==> src/rtl/wguard_pkg.sv <==
package wguard_pkg;
   typedef enum logic {WK_ARRAY = 1'b0, WK_STATUS = 1'b1} wkind_e;
   localparam int ST_WIP = 0;
   localparam int ST_WEL = 1;
   localparam int ST_BP  = 2;
   localparam int BP_W   = 2;
   localparam int ST_W   = 8;
endpackage

==> src/rtl/wguard_latch.sv <==
module wguard_latch (
   input  logic clk,
   input  logic rst_n,
   input  logic cs_rise,
   input  logic bit_tick,
   input  logic en_set,
   input  logic en_clr,
   input  logic cycle_done,
   output logic wel
);
   logic arm_q, wel_q;

   always_ff @(posedge clk or negedge rst_n) begin
      if (!rst_n) begin
         arm_q <= 1'b0;
         wel_q <= 1'b0;
      end else begin
         if (en_set && !cs_rise)
            arm_q <= 1'b1;
         else if (bit_tick || cs_rise)
            arm_q <= 1'b0;

         if (cycle_done || en_clr)
            wel_q <= 1'b0;
         else if (cs_rise && (arm_q || en_set) && !bit_tick)
            wel_q <= 1'b1;
      end
   end

   assign wel = wel_q;

   // completion clears the latch
   a_r8_done_clears: assert property (@(posedge clk) disable iff (!rst_n)
      cycle_done |=> !wel_q);
   // latch only sets on a select release
   a_r3_set_on_release: assert property (@(posedge clk) disable iff (!rst_n)
      $rose(wel_q) |-> $past(cs_rise));
   // disable strobe wins
   a_r4_clear: assert property (@(posedge clk) disable iff (!rst_n)
      en_clr |=> !wel_q);
endmodule

==> src/rtl/wguard_protect.sv <==
module wguard_protect #(
   parameter int PAGE_W = 7
) (
   input  logic [1:0]        bp,
   input  logic [PAGE_W-1:0] page,
   output logic              locked
);
   localparam int NQ = 4;

   if (PAGE_W < 2) begin : g_bad_width
      $error("wguard_protect: PAGE_W must be at least 2");
   end

   logic [NQ-1:0] qlock;
   logic [1:0]    quarter;

   assign quarter = page[PAGE_W-1 -: 2];

   for (genvar q = 0; q < NQ; q++) begin : g_quarter
      localparam bit UPPER_HALF = (q >= 2);
      localparam bit TOP_QUART  = (q == 3);
      assign qlock[q] = (bp == 2'b11)
                      | ((bp == 2'b10) & UPPER_HALF)
                      | ((bp == 2'b01) & TOP_QUART);
   end

   assign locked = qlock[quarter];
endmodule

==> src/rtl/wguard_cycle.sv <==
module wguard_cycle
   import wguard_pkg::*;
#(
   parameter int PAGE_W = 7
) (
   input  logic              clk,
   input  logic              rst_n,
   input  logic              cs_n,
   input  logic              cs_rise,
   input  logic              wp_n,
   input  logic              wp_fall,
   input  logic              arr_arm,
   input  logic [PAGE_W-1:0] arr_page,
   input  logic              st_arm,
   input  logic [BP_W-1:0]   st_bp,
   input  logic              cyc_busy,
   input  logic              wel,
   input  logic              locked,
   output logic [PAGE_W-1:0] pend_page,
   output logic              grant,
   output logic              abort,
   output logic              wip,
   output logic              cycle_done,
   output logic [BP_W-1:0]   bp
);
   logic              pend_q, grant_q, abort_q, wip_q, seen_q;
   wkind_e            kind_q;
   logic [PAGE_W-1:0] page_q;
   logic [BP_W-1:0]   data_q, bp_q;
   logic              ok, kill;

   assign ok = pend_q && cs_rise && wel && wp_n && !wip_q && !cyc_busy
             && ((kind_q == WK_STATUS) || !locked);
   assign kill = pend_q && wp_fall && !cs_n;
   assign cycle_done = wip_q && seen_q && !cyc_busy;

   always_ff @(posedge clk or negedge rst_n) begin
      if (!rst_n) begin
         pend_q  <= 1'b0;
         kind_q  <= WK_ARRAY;
         page_q  <= '0;
         data_q  <= '0;
         grant_q <= 1'b0;
         abort_q <= 1'b0;
         wip_q   <= 1'b0;
         seen_q  <= 1'b0;
         bp_q    <= '0;
      end else begin
         if (arr_arm || st_arm) begin
            pend_q <= 1'b1;
            kind_q <= st_arm ? WK_STATUS : WK_ARRAY;
            page_q <= arr_page;
            data_q <= st_bp;
         end else if (cs_rise || kill) begin
            pend_q <= 1'b0;
         end

         grant_q <= ok;
         abort_q <= kill;

         if (ok) begin
            wip_q  <= 1'b1;
            seen_q <= 1'b0;
            if (kind_q == WK_STATUS) bp_q <= data_q;
         end else if (wip_q) begin
            if (cyc_busy) seen_q <= 1'b1;
            if (cycle_done) wip_q <= 1'b0;
         end
      end
   end

   assign pend_page = page_q;
   assign grant     = grant_q;
   assign abort     = abort_q;
   assign wip       = wip_q;
   assign bp        = bp_q;

   // grant only with latch set, protect pin high and idle cycle
   a_r6_grant_gated: assert property (@(posedge clk) disable iff (!rst_n)
      grant_q |-> ($past(wel) && $past(wp_n) && !$past(wip_q)));
   // never grant into a locked page
   a_r5_no_locked: assert property (@(posedge clk) disable iff (!rst_n)
      grant_q |-> (($past(kind_q) == WK_STATUS) || !$past(locked)));
   // abort only after a protect-pin drop with select low
   a_r10_abort_cause: assert property (@(posedge clk) disable iff (!rst_n)
      abort_q |-> ($past(!cs_n) && !$past(wp_n)));
   // grant and abort are exclusive
   a_r10_exclusive: assert property (@(posedge clk) disable iff (!rst_n)
      $onehot0({grant_q, abort_q}));
   // write-in-progress falls only with timer idle
   a_r8_wip_fall: assert property (@(posedge clk) disable iff (!rst_n)
      $fell(wip_q) |-> !$past(cyc_busy));
   // protect code changes only with a grant
   a_r9_bp_on_grant: assert property (@(posedge clk) disable iff (!rst_n)
      !$stable(bp_q) |-> grant_q);
endmodule

==> src/rtl/wguard_top.sv <==
module wguard_top
   import wguard_pkg::*;
#(
   parameter int ADDR_W     = 9,
   parameter int PAGE_BYTES = 4,
   localparam int PG_LSB    = $clog2(PAGE_BYTES),
   localparam int PAGE_W    = ADDR_W - PG_LSB
) (
   input  logic              clk,
   input  logic              rst_n,
   input  logic              cs_n,
   input  logic              wp_n,
   input  logic              bit_tick,
   input  logic              en_set,
   input  logic              en_clr,
   input  logic              arr_arm,
   input  logic [PAGE_W-1:0] arr_page,
   input  logic              st_arm,
   input  logic [ST_W-1:0]   st_data,
   input  logic              cyc_busy,
   output logic [ST_W-1:0]   status_byte,
   output logic              commit_grant,
   output logic              write_abort
);
   if ((1 << PG_LSB) != PAGE_BYTES) begin : g_bad_page
      $error("wguard_top: PAGE_BYTES must be a power of two");
   end
   if (PAGE_W < 2) begin : g_bad_addr
      $error("wguard_top: address too narrow for four protect quarters");
   end

   logic cs_q, wp_q, cs_rise, wp_fall;
   logic wel, wip, cycle_done, locked;
   logic [PAGE_W-1:0] pend_page;
   logic [BP_W-1:0]   bp;
   logic unused_st_bits;

   assign unused_st_bits = ^{st_data[7:4], st_data[1:0]};

   always_ff @(posedge clk or negedge rst_n) begin
      if (!rst_n) begin
         cs_q <= 1'b1;
         wp_q <= 1'b1;
      end else begin
         cs_q <= cs_n;
         wp_q <= wp_n;
      end
   end

   assign cs_rise = cs_n & ~cs_q;
   assign wp_fall = ~wp_n & wp_q;

   wguard_latch u_latch (
      .clk        (clk),
      .rst_n      (rst_n),
      .cs_rise    (cs_rise),
      .bit_tick   (bit_tick),
      .en_set     (en_set),
      .en_clr     (en_clr),
      .cycle_done (cycle_done),
      .wel        (wel)
   );

   wguard_protect #(.PAGE_W(PAGE_W)) u_protect (
      .bp     (bp),
      .page   (pend_page),
      .locked (locked)
   );

   wguard_cycle #(.PAGE_W(PAGE_W)) u_cycle (
      .clk        (clk),
      .rst_n      (rst_n),
      .cs_n       (cs_n),
      .cs_rise    (cs_rise),
      .wp_n       (wp_n),
      .wp_fall    (wp_fall),
      .arr_arm    (arr_arm),
      .arr_page   (arr_page),
      .st_arm     (st_arm),
      .st_bp      (st_data[ST_BP +: BP_W]),
      .cyc_busy   (cyc_busy),
      .wel        (wel),
      .locked     (locked),
      .pend_page  (pend_page),
      .grant      (commit_grant),
      .abort      (write_abort),
      .wip        (wip),
      .cycle_done (cycle_done),
      .bp         (bp)
   );

   always_comb begin
      if (wip) begin
         status_byte = '1;
      end else begin
         status_byte = '0;
         status_byte[ST_WEL] = wel;
         status_byte[ST_BP +: BP_W] = bp;
      end
   end

   // status reads all ones in the grant cycle
   a_r7_ff_on_grant: assert property (@(posedge clk) disable iff (!rst_n)
      commit_grant |-> (status_byte == 8'hFF));
endmodule

==> config.mk <==
export PLATFORM = sky130hd
export DESIGN_NAME = wguard_top
export DESIGN_NICKNAME = d
export VERILOG_FILES = /design/src/rtl/wguard_pkg.sv /design/src/rtl/wguard_latch.sv /design/src/rtl/wguard_protect.sv /design/src/rtl/wguard_cycle.sv /design/src/rtl/wguard_top.sv
export SDC_FILE = /design/constraint.sdc
export NUM_CORES = 1
export LEC_CHECK = 0
export ABC_AREA = 1
export CAP_MARGIN = 10
export CORE_MARGIN = 1
export CORE_UTILIZATION = 40
export CTS_BUF_LIST = sky130_fd_sc_hd__clkbuf_16
export CTS_CLUSTER_SIZE = 40
export DETAILED_ROUTE_END_ITERATION = 7
export GPL_TIMING_DRIVEN = 0
export PLACE_DENSITY = 0.73
export SLEW_MARGIN = 20
export SYNTH_ARGS = -nofsm -noshare
export SYNTH_HDL_FRONTEND = slang
export SYNTH_HIERARCHICAL = 1
export SYNTH_SLANG_ARGS = --single-unit
==> constraint.sdc <==
create_clock -name clk -period 2.4 [get_ports clk]
set_clock_uncertainty 0.2 [all_clocks]
set_input_delay 0.48 -clock clk [delete_from_list [all_inputs] [get_ports clk]]
set_output_delay 0.48 -clock clk [all_outputs]
set_load 0.02 [all_outputs]
==> results.json <==
{
  "run_status": "finished clean",
  "num_rows": 15,
  "hold_class": "register to register",
  "critPathMaxFanout": 9,
  "grt_pass1_wl_um": 2480,
  "drcViolationCount": 0,
  "rsz0062_at_grt": "no",
  "finalPower_mw": 0.957,
  "cts_tree": "yes",
  "tightest_slew_ns": 0.708,
  "swShare_pct": 28.1,
  "clock_path_buffers": 2,
  "dr.pass1.iters": 4,
  "start_util_pct": 43.6,
  "grt_pass1_vias": 614,
  "p_leak_nw": 0.534,
  "cp-end-kind": "output pin",
  "cts.clk_slew.worst_paths_ns": 0.05,
  "cp.arrival_ns": 1.50,
  "finalCritPeriodShare_pct": 90.8,
  "fin_ws_ns": 0.220,
  "syn_area_per_cell_um2": 8.65,
  "cts_setup_buffers": 0,
  "required_ns": 1.72,
  "viasPerCell": 4.71,
  "nets": 142,
  "drive_above_1_share_pct": 23.5,
  "power.switching_mw": 0.269,
  "clkPwrFrac_pct": 32.4,
  "p_int_mw": 0.688,
  "final_area_um2": 1100,
  "synth_cells": 90,
  "cts_buffers": 3,
  "drv_slew": 0,
  "grtUsageTotal_pct": 17.2,
  "irDropWorstVdd_mv": 0.508,
  "p_seq_share_pct": 34.2,
  "syn_area_um2": 778,
  "fp.dieH_um": 46.1,
  "io_pins": 35,
  "cts_hold_buf": 0,
  "dpl_cell_area_um2": 1030,
  "hold-worst-slack_ns": 0.284,
  "antenna_found_initial": 0,
  "fp.dieW_um": 46.1,
  "finalSetupViolCount": 0,
  "syn-num-nets": 115,
  "globalRouteOverflowTotal": 0,
  "powerDensity_nw_per_um2": 866,
  "slew_headroom_pct": 52.6,
  "antenna_cells": 0,
  "final_common_cell": "nand2_1",
  "cts-root-buf": "clkbuf_16",
  "wl_per_cell_um": 11.1,
  "fmax_mhz": 459,
  "start_kind": "register",
  "coreArea_um2": 1780,
  "port_buffers": 22,
  "ys_warn_count": 6,
  "hold_viol": 0,
  "tns_ns": 0,
  "globalplace.congestion": 0.708,
  "die_area_um2": 2130,
  "htreeDepth": 1,
  "pre_cts_slack_ns": 0.397,
  "area_growth_pct": 42.0,
  "grt_max_degree": 17,
  "drv_cap": 0,
  "clk-insertion-delay-late_ns": 0.24,
  "p_comb_share_pct": 33.4,
  "postRouteAntennaNets": 0,
  "drtIter0Drc": 10,
  "cts_resized": 0,
  "drt_wl_total_um": 1560,
  "most-common-layout-cells": "nand2_1 (23), clkdlybuf4s50_1 (22), dfrtp_1 (14)",
  "crit_type": "register to output pin",
  "clock-sinks": 16,
  "dr_total_vias": 660,
  "dp_hpwl_um": 1120,
  "fin_crit_ns": 2.18
}
metrics by stage:
step,utilization (%),cells
after floorplan,-,90
after global placement,57.8,137
after detailed placement,57.8,137
after CTS,62.0,140
after global routing,62.0,140
final,62.0,140
final timing paths:
path | from | end | slack, ns | depth (start not counted)
min in group asynchronous | rst_n | u_cycle/grant$_DFF_PN0_ | 0.47 | 1
max reg2reg | u_cycle/bp[0]$_DFFE_PN0P_ | u_cycle/bp[0]$_DFFE_PN0P_ | 1.02 | 8
min reg2reg | u_cycle/data_q[0]$_DFFE_PN0P_ | u_cycle/data_q[0]$_DFFE_PN0P_ | 0.28 | 2
max | u_cycle/wip$_DFF_PN0_ | status_byte[7] | 0.22 | 2
min | u_cycle/data_q[0]$_DFFE_PN0P_ | u_cycle/data_q[0]$_DFFE_PN0P_ | 0.28 | 2
max in group asynchronous | rst_n | u_cycle/pend_page[6]$_DFFE_PN0P_ | 1.09 | 1
critical path, cell delays in order (launching register included):
cell and delay (ns):
dfrtp_1 0.50, buf_4 0.17, clkdlybuf4s50_1 0.59
power groups by stage:
stage / Combinational, mW / Sequential, mW / Clock, mW
2_1_floorplan: 0.182 / 0.325 / 0
3_3_place_gp: 0.313 / 0.329 / 0
3_5_place_dp: 0.320 / 0.331 / 0
4_1_cts: 0.322 / 0.327 / 0.325
5_1_grt: 0.343 / 0.331 / 0.335
6_report: 0.319 / 0.328 / 0.310
state kept, by name, indices dropped and copies added (netlist names):
register,flops
u_cycle/kind_q,1
u_cycle/grant,1
cs_q,1
u_latch/wel,1
u_latch/arm_q,1
u_cycle/data_q,2
u_cycle/pend_page,2
u_cycle/wip,1
wp_q,1
u_cycle/pend_q,1
u_cycle/abort,1
u_cycle/seen_q,1
u_cycle/bp,2
layer usage:
layer	vias to the layer above	track usage (%)	wire length, um
met3	2	3.53	48
met2	23	28.5	835
met1	314	19.6	654
li1	321	-	-
met4	0	11.8	19
met5	-	0	0
cell type report:
class                           instances  area (um2)
Inverter                               15        56.3
Multi-Input combinational cell         51         258
Buffer                                  8        61.3
Fill cell                             147         678
Tap cell                               25        31.3
Clock buffer                            3        75.1
Timing Repair Buffer                   22         220
Sequential cell                        16         403
No activity file was read; power rests on OpenSTA's default activity.
